===== src/rtl/tfr_pkg.sv =====
package tfr_pkg;

    localparam int N_UNITS    = 13;
    localparam int REG_W      = 64;
    localparam int CODE_W     = 5;
    localparam int CODE_BASE  = 4;
    localparam logic [7:0] SYNDROME_TF = 8'h1A;
    localparam logic [1:0] TYPE_UNCONTAINED = 2'b00;

    localparam int CTRL_DET_BIT  = 0;
    localparam int CTRL_TF_BIT   = 33;
    localparam int STAT_V_BIT    = 31;
    localparam int STAT_UE_BIT   = 29;
    localparam int STAT_OVF_BIT  = 27;
    localparam int STAT_TYPE_LSB = 22;
    localparam int STAT_CODE_LSB = 8;

    localparam int WORD_CTRL = 0;
    localparam int WORD_STAT = 1;

    typedef logic [CODE_W-1:0] unit_code_t;

    typedef enum logic [CODE_W-1:0] {
        UC_DATA_SIDE  = 5'd4,
        UC_VECTOR     = 5'd5,
        UC_MMU        = 5'd6,
        UC_L2         = 5'd7,
        UC_IRQ_IF     = 5'd8,
        UC_TRACE      = 5'd9,
        UC_INSTR_SIDE = 5'd10,
        UC_DECODE     = 5'd11,
        UC_RENAME     = 5'd12,
        UC_COMMIT     = 5'd13,
        UC_ISSUE      = 5'd14,
        UC_INT_EXEC   = 5'd15,
        UC_BUS_BRIDGE = 5'd16
    } unit_id_e;

    typedef struct packed {
        logic       v;
        logic       ue;
        logic [1:0] etype;
        logic       ovf;
        unit_code_t code;
        logic [7:0] syn;
    } err_rec_t;

    typedef struct packed {
        logic det_en;
        logic tf_en;
    } ctrl_t;

    function automatic unit_code_t code_of(input int idx);
        return unit_code_t'(CODE_BASE + idx);
    endfunction

    function automatic err_rec_t fresh_record(input unit_code_t c);
        err_rec_t r;
        r.v     = 1'b1;
        r.ue    = 1'b1;
        r.etype = TYPE_UNCONTAINED;
        r.ovf   = 1'b0;
        r.code  = c;
        r.syn   = SYNDROME_TF;
        return r;
    endfunction

    function automatic logic [REG_W-1:0] pack_ctrl(input ctrl_t c);
        logic [REG_W-1:0] w;
        w = '0;
        w[CTRL_DET_BIT] = c.det_en;
        w[CTRL_TF_BIT]  = c.tf_en;
        return w;
    endfunction

    function automatic logic [REG_W-1:0] pack_status(input err_rec_t r);
        logic [REG_W-1:0] w;
        w = '0;
        if (r.v) begin
            w[STAT_V_BIT]   = 1'b1;
            w[STAT_UE_BIT]  = r.ue;
            w[STAT_OVF_BIT] = r.ovf;
            w[STAT_TYPE_LSB +: 2]      = r.etype;
            w[STAT_CODE_LSB +: CODE_W] = r.code;
            w[7:0]          = r.syn;
        end
        return w;
    endfunction

endpackage


===== src/rtl/tfr_unit_reduce.sv =====
module tfr_unit_reduce #(
    parameter int N_UNITS      = 13,
    parameter int GRP_PER_UNIT = 4
) (
    input  logic [N_UNITS*GRP_PER_UNIT-1:0] grp_flags,
    output logic [N_UNITS-1:0]              unit_err
);
    for (genvar u = 0; u < N_UNITS; u++) begin : g_unit
        assign unit_err[u] = |grp_flags[u*GRP_PER_UNIT +: GRP_PER_UNIT];
    end
endmodule


===== src/rtl/tfr_prio_pick.sv =====
module tfr_prio_pick
    import tfr_pkg::*;
#(
    parameter int N_UNITS = 13
) (
    input  logic [N_UNITS-1:0] unit_err,
    output logic               any_err,
    output unit_code_t         win_code
);
    always_comb begin
        win_code = '0;
        for (int i = N_UNITS - 1; i >= 0; i--) begin
            if (unit_err[i]) begin
                win_code = code_of(i);
            end
        end
    end

    assign any_err = |unit_err;
endmodule


===== src/rtl/tfr_ctrl_reg.sv =====
module tfr_ctrl_reg
    import tfr_pkg::*;
(
    input  logic  clk,
    input  logic  rst,
    input  logic  wr,
    input  logic  det_bit,
    input  logic  tf_bit,
    output ctrl_t ctrl
);
    always_ff @(posedge clk) begin
        if (rst) begin
            ctrl <= '0;
        end else if (wr) begin
            ctrl.det_en <= det_bit;
            ctrl.tf_en  <= tf_bit;
        end
    end
endmodule


===== src/rtl/tfr_status_rec.sv =====
module tfr_status_rec
    import tfr_pkg::*;
(
    input  logic       clk,
    input  logic       rst,
    input  logic       err_in,
    input  unit_code_t err_code,
    input  logic       clr,
    output err_rec_t   rec,
    output logic       irq
);
    err_rec_t rec_d;
    logic     held;

    assign held = rec.v && !clr;

    always_comb begin
        rec_d = rec;
        if (err_in) begin
            if (held) begin
                rec_d.ovf = 1'b1;
            end else begin
                rec_d = fresh_record(err_code);
            end
        end else if (clr) begin
            rec_d = '0;
        end
    end

    always_ff @(posedge clk) begin
        if (rst) begin
            rec <= '0;
            irq <= 1'b0;
        end else begin
            rec <= rec_d;
            irq <= rec_d.v;
        end
    end
endmodule


===== src/rtl/tf_err_record.sv =====
module tf_err_record
    import tfr_pkg::*;
#(
    parameter int GRP_PER_UNIT = 4,
    parameter int ADDR_W       = 3
) (
    input  logic                            clk,
    input  logic                            rst,
    input  logic [N_UNITS*GRP_PER_UNIT-1:0] grp_flags,
    input  logic [ADDR_W-1:0]               reg_addr,
    input  logic                            reg_wr,
    input  logic [REG_W-1:0]                reg_wdata,
    output logic [REG_W-1:0]                reg_rdata,
    output logic                            fault_irq
);
    localparam logic [ADDR_W-1:0] A_CTRL = ADDR_W'(WORD_CTRL);
    localparam logic [ADDR_W-1:0] A_STAT = ADDR_W'(WORD_STAT);

    logic [N_UNITS-1:0] unit_err;
    logic               any_err;
    unit_code_t         win_code;
    ctrl_t              ctrl;
    err_rec_t           rec;
    logic               det_en;
    logic               clr_req;
    logic               ctrl_wr;

    assign ctrl_wr = reg_wr && (reg_addr == A_CTRL);
    assign clr_req = reg_wr && (reg_addr == A_STAT) && reg_wdata[STAT_V_BIT];
    assign det_en  = ctrl.det_en && ctrl.tf_en;

    tfr_unit_reduce #(
        .N_UNITS      (N_UNITS),
        .GRP_PER_UNIT (GRP_PER_UNIT)
    ) u_reduce (
        .grp_flags (grp_flags),
        .unit_err  (unit_err)
    );

    tfr_prio_pick #(
        .N_UNITS (N_UNITS)
    ) u_pick (
        .unit_err (unit_err),
        .any_err  (any_err),
        .win_code (win_code)
    );

    tfr_ctrl_reg u_ctrl (
        .clk     (clk),
        .rst     (rst),
        .wr      (ctrl_wr),
        .det_bit (reg_wdata[CTRL_DET_BIT]),
        .tf_bit  (reg_wdata[CTRL_TF_BIT]),
        .ctrl    (ctrl)
    );

    tfr_status_rec u_rec (
        .clk      (clk),
        .rst      (rst),
        .err_in   (any_err && det_en),
        .err_code (win_code),
        .clr      (clr_req),
        .rec      (rec),
        .irq      (fault_irq)
    );

    always_comb begin
        case (reg_addr)
            A_CTRL:  reg_rdata = pack_ctrl(ctrl);
            A_STAT:  reg_rdata = pack_status(rec);
            default: reg_rdata = '0;
        endcase
    end
endmodule


===== config.mk =====
export PLATFORM = sky130hd
export DESIGN_NAME = tf_err_record
export DESIGN_NICKNAME = d
export VERILOG_FILES = /design/src/rtl/tfr_pkg.sv /design/src/rtl/tfr_unit_reduce.sv /design/src/rtl/tfr_prio_pick.sv /design/src/rtl/tfr_ctrl_reg.sv /design/src/rtl/tfr_status_rec.sv /design/src/rtl/tf_err_record.sv
export SDC_FILE = /design/constraint.sdc
export NUM_CORES = 1
export LEC_CHECK = 0
export BUFFER_PORTS_ARGS = -buffer_cell sky130_fd_sc_hd__clkbuf_2
export CAP_MARGIN = 0
export CORE_AREA = 2 2 73 75
export CTS_CLUSTER_SIZE = 8
export DETAILED_ROUTE_END_ITERATION = 8
export DIE_AREA = 0 0 75 77
export PLACE_DENSITY = 0.71
export SLEW_MARGIN = 15
export SYNTH_ARGS = -nofsm -noshare
export SYNTH_HDL_FRONTEND = slang
export SYNTH_SLANG_ARGS = --single-unit

===== constraint.sdc =====
create_clock -name clk -period 4.27 [get_ports clk]
set_input_delay 0.2135 -clock clk [delete_from_list [all_inputs] [get_ports clk]]
set_output_delay 0.2135 -clock clk [all_outputs]
set_load 0.03 [all_outputs]

== Word-level counts from Yosys, hierarchy flattened ==
Index checks and enable logic that the tools add are counted.
Word-level totals
  register bits after elaboration: 20
  word-level logic and storage cells: 58
Operators by class
  equal/unequal tests: 2
  mux-type cells: 24
  reductions and logical operators: 24
Operator list (number)
  $pmux 34 s2: 1
  $mux 5: 13
  $reduce_or 4->1: 13
  $reduce_or 52->1: 1
  $mux 18: 2
  $mux 13: 2
  $logic_and 1x1->1: 6
  $mux 1: 4
  $mux 4: 1
  $eq 3x1->1 const B: 1
  $logic_not 3->1: 1
  $mux 2: 1
  $ne 2x2->1 const B: 1
  $reduce_and 2->1: 1
  $reduce_bool 2->1: 1
  $logic_not 1->1: 1

== Depth between registers and ports, before layout ==
  depth in word-level cells: 16
  mapped depth: 5

== Cells and area by module ==
From an unflattened synthesis, not the netlist that was laid out.
Unflattened totals
  cells, all modules: 158
  area, all modules: 1275.0 um^2
By module, submodules not included
  tf_err_record: instances 1, cells each 72, area an instance 544.3 um^2, sequential area each 0.0 um^2
  tfr_status_rec: instances 1, cells each 44, area an instance 432.9 um^2, sequential area each 140.1 um^2
  tfr_prio_pick: instances 1, cells each 23, area an instance 132.6 um^2, sequential area each 0.0 um^2
  tfr_unit_reduce: instances 1, cells each 13, area an instance 97.6 um^2, sequential area each 0.0 um^2
  tfr_ctrl_reg: instances 1, cells each 6, area an instance 67.6 um^2, sequential area each 40.0 um^2

== Worst setup path after synthesis ==
OpenSTA, ideal clock, no wires.
  path kind: input port to flip-flop
  start point: input port grp_flags[49]
  end point: register u_rec.rec[13] (netlist name)
  data arrival time: 1767 ps
  required time: 4154 ps
  slack: 2388 ps
  cell stages on the path: 4
  cell sequence: or4_4 o41ai_4 mux2_4 and3_1
Between the ends
  longest elaborated chain between the ends: 3
  elaborated cells on any way between the ends: 4
  those cells by class: mux (1); reduce/logical (3)
RTL lines
  start, declared: RTL line tf_err_record.sv:9  | input logic [N_UNITS*GRP_PER_UNIT-1:0] grp_flags,
  $reduce_or 52->1 (*): RTL line tfr_prio_pick.sv:19  | assign any_err = |unit_err;
  $logic_and 1x1->1 (*): RTL line tf_err_record.sv:60  | .err_in (any_err && det_en),
  $mux 18 / $reduce_bool 2->1 (equally long branches)
Every way passes the cells marked *; elsewhere a longest branch is shown, timed or not.
A chain may end at the register's enable or synchronous reset.

== Worst setup path after layout ==
  start point: input port grp_flags[9]
  end point: register u_rec.rec[13] (netlist name)
Between the ends
  longest elaborated chain between the ends: 3
  elaborated cells on any way between the ends: 4
  those cells by class: mux (1); reduce/logical (3)
RTL lines (RTL line)
  $reduce_or 52->1 (*): tfr_prio_pick.sv:19
  $logic_and 1x1->1 (*): tf_err_record.sv:60
  $mux 18 / $reduce_bool 2->1 (equally long branches)
Marked as above.

==> results.json <==
{
  "status": "finished, final reports clean",
  "wl_per_cell_um": 8.94,
  "tns_ps": 0,
  "cts.sinks": 9,
  "syn_inst": 146,
  "p_sw_mw": 0.112,
  "cts-root-buf": "clkbuf_8",
  "internal_power_mw": 0.174,
  "die_x_um": 75,
  "total_power_mw": 0.286,
  "drc": 0,
  "layout.nets": 339,
  "via_count": 1125,
  "tightest_slew_ps": 684,
  "clk_pin_slew_ps": 40,
  "grt_pass1_wl_um": 3940,
  "synth_warnings": 0,
  "avgSynthCellArea_um2": 8.27,
  "avgViaCountPerCell": 3.93,
  "crit_fanout": 8,
  "min_path_cells": 3,
  "p_clk_share_pct": 34.5,
  "htree_num_levels": 1,
  "antenna_cells": 0,
  "syn_to_final_growth_pct": 20.8,
  "routed_wl_um": 2560,
  "ys_types": 34,
  "async_reset_ff_share_pct": 0,
  "power_frac_comb_pct": 35.7,
  "grt_use_total_pct": 8.54,
  "relSlewSlack_pct": 54.0,
  "cp.arrival_ps": 2190,
  "postCtsSetupRepairBufs": 0,
  "cts_hold_buffers": 0,
  "clock_skew_ps": 1.45,
  "ioPinCount": 187,
  "grt_max_degree": 12,
  "setup_viol": 0,
  "hpwl_um": 2360,
  "drv_cap": 0,
  "crit_required_ps": 4400,
  "drive_above_1_share_pct": 44.0,
  "layout.cells.non_filler": 286,
  "first_pass_iters": 4,
  "ys.flop_type": "dfxtp_1",
  "grt_antenna_before_repair": 0,
  "synth_largest_area_cell": "buf_4",
  "slew_viol_final": 0,
  "path_class": "primary input to flip-flop",
  "dpl.cell_count": 282,
  "cts_tree": "built",
  "seq_area_frac_synth_pct": 14.9,
  "ys_ff_latch": 9,
  "cts-resized-gates": 0,
  "coreArea_mm2": 0.00498,
  "powerDensity_mw_per_mm2": 196,
  "die_h_um": 77,
  "row_count": 26,
  "critPathCaptureType": "flip-flop",
  "period_minus_slack_ps": 2070,
  "synth_common_cells": "buf_4 (55), dfxtp_1 (9), and2_1 (8), nor4_2 (8), nand2_1 (7)",
  "final_util_pct": 29.3,
  "seq_power_share_pct": 29.8,
  "finalCritPeriodShare_pct": 48.4,
  "overflow": 0,
  "grt_setup_unrepaired": "false",
  "cts_buffers": 3,
  "ys_top_cells_by_area": "buf_4 (34%), dfxtp_1 (15%), nor4_2 (8.3%)",
  "vdd_ir_drop_max_v": 0.0000482,
  "first_global_vias": 977,
  "synth_edf_count": 0,
  "synth_top_area_share_pct": 34.2,
  "syn_area_mm2": 0.00121,
  "clockBufferDepth": 2,
  "gp_congestion": 0.720,
  "synth.most_common_cell": "buf_4",
  "clk_latency_ps": 230,
  "leakagePower_nw": 0.719,
  "final-hold-violation-count": 0,
  "start_util_pct": 24.3,
  "ant_nets": 0,
  "whs_ps": 217,
  "port_buffers": 74,
  "fp.dieArea_mm2": 0.00578,
  "swShare_pct": 39.2,
  "hold_path_class": "primary input to flip-flop",
  "drt_iter0_drc": 42,
  "cp-start-kind": "primary input",
  "clock.fmax_ghz": 0.484,
  "rr_worst_depth": 4
}
-- critical path: stages --
cell and delay [ps]:
clkbuf_2 80, nor4_1 610, nand4_2 270, o41ai_4 510, mux2_4 340, and3_1 170
-- final timing paths --
path	startpoint	to	slack, ps
worst max-delay path	grp_flags[9]	u_rec.rec[13]$_SDFFE_PP0P_	2200
worst min-delay path	reg_wdata[33]	u_ctrl.ctrl[0]$_SDFFE_PP0P_	220
worst max register to register	u_ctrl.ctrl[0]$_SDFFE_PP0P_	u_rec.rec[11]$_SDFFE_PP0P_	2760
worst min register to register	u_ctrl.ctrl[0]$_SDFFE_PP0P_	u_ctrl.ctrl[0]$_SDFFE_PP0P_	460
-- cell families (layout without fill, tap and decap cells) --
kind of cell,Yosys count,after routing,share of synthesized area [%]
and+or+nand+nor,51,51,31.1
buffers and inverters,60,80,37.0
muxes,1,1,1.24
AOI/OAI and AO/OA,24,24,15.4
DFF,9,9,14.9
other,1,51,0.311
-- stage by stage --
step,area (µm²),setup slack (ps)
finish,1460,2200
global route,1460,2040
CTS,1460,2240
detailed placement,1410,2010
global placement,1410,2020
floorplan,1400,2390
-- sequential cells by signal (all words and copies together) (netlist names) --
name,count
u_ctrl.ctrl,2
u_rec.rec,7
-- layout make-up --
class / count / area [µm²]
Multi-Input combinational cell: 127 / 768
Timing Repair Buffer: 74 / 370
Clock buffer: 4 / 45.0
Tap cell: 70 / 87.6
Sequential cell: 9 / 180
Inverter: 2 / 7.51
Fill cell: 537 / 3520
-- per-layer routing --
metal	global-route usage [%]	vias up	wire length (µm)
met3	1.45	7	303
li1	-	567	-
met1	9.86	470	998
met4	3.75	0	56
met2	14.9	81	1200
met5	0	-	0
-- power groups by stage --
stage	Combinational, mW	Clock [mW]	Sequential, mW
6_report	0.102	0.0987	0.0850
4_1_cts	0.102	0.100	0.0850
3_5_place_dp	0.102	0	0.0865
2_1_floorplan	0.105	0	0.0864
3_3_place_gp	0.101	0	0.0865
5_1_grt	0.110	0.106	0.0849
-- cell usage in the layout (no fill, tap or decap), drive strengths merged, types with 2 or more instances in the layout --
master   instances
nand2            7
dfxtp            9
clkbuf          78
or4              5
o211ai           5
a21boi           2
nor2             4
inv              2
nand4            4
o31ai            2
o21ai            3
nand3            4
conb            51
nor4            12
o2111ai          2
a21oi            6
and2             9
and3             2
Power figures use the tool's default switching activity.
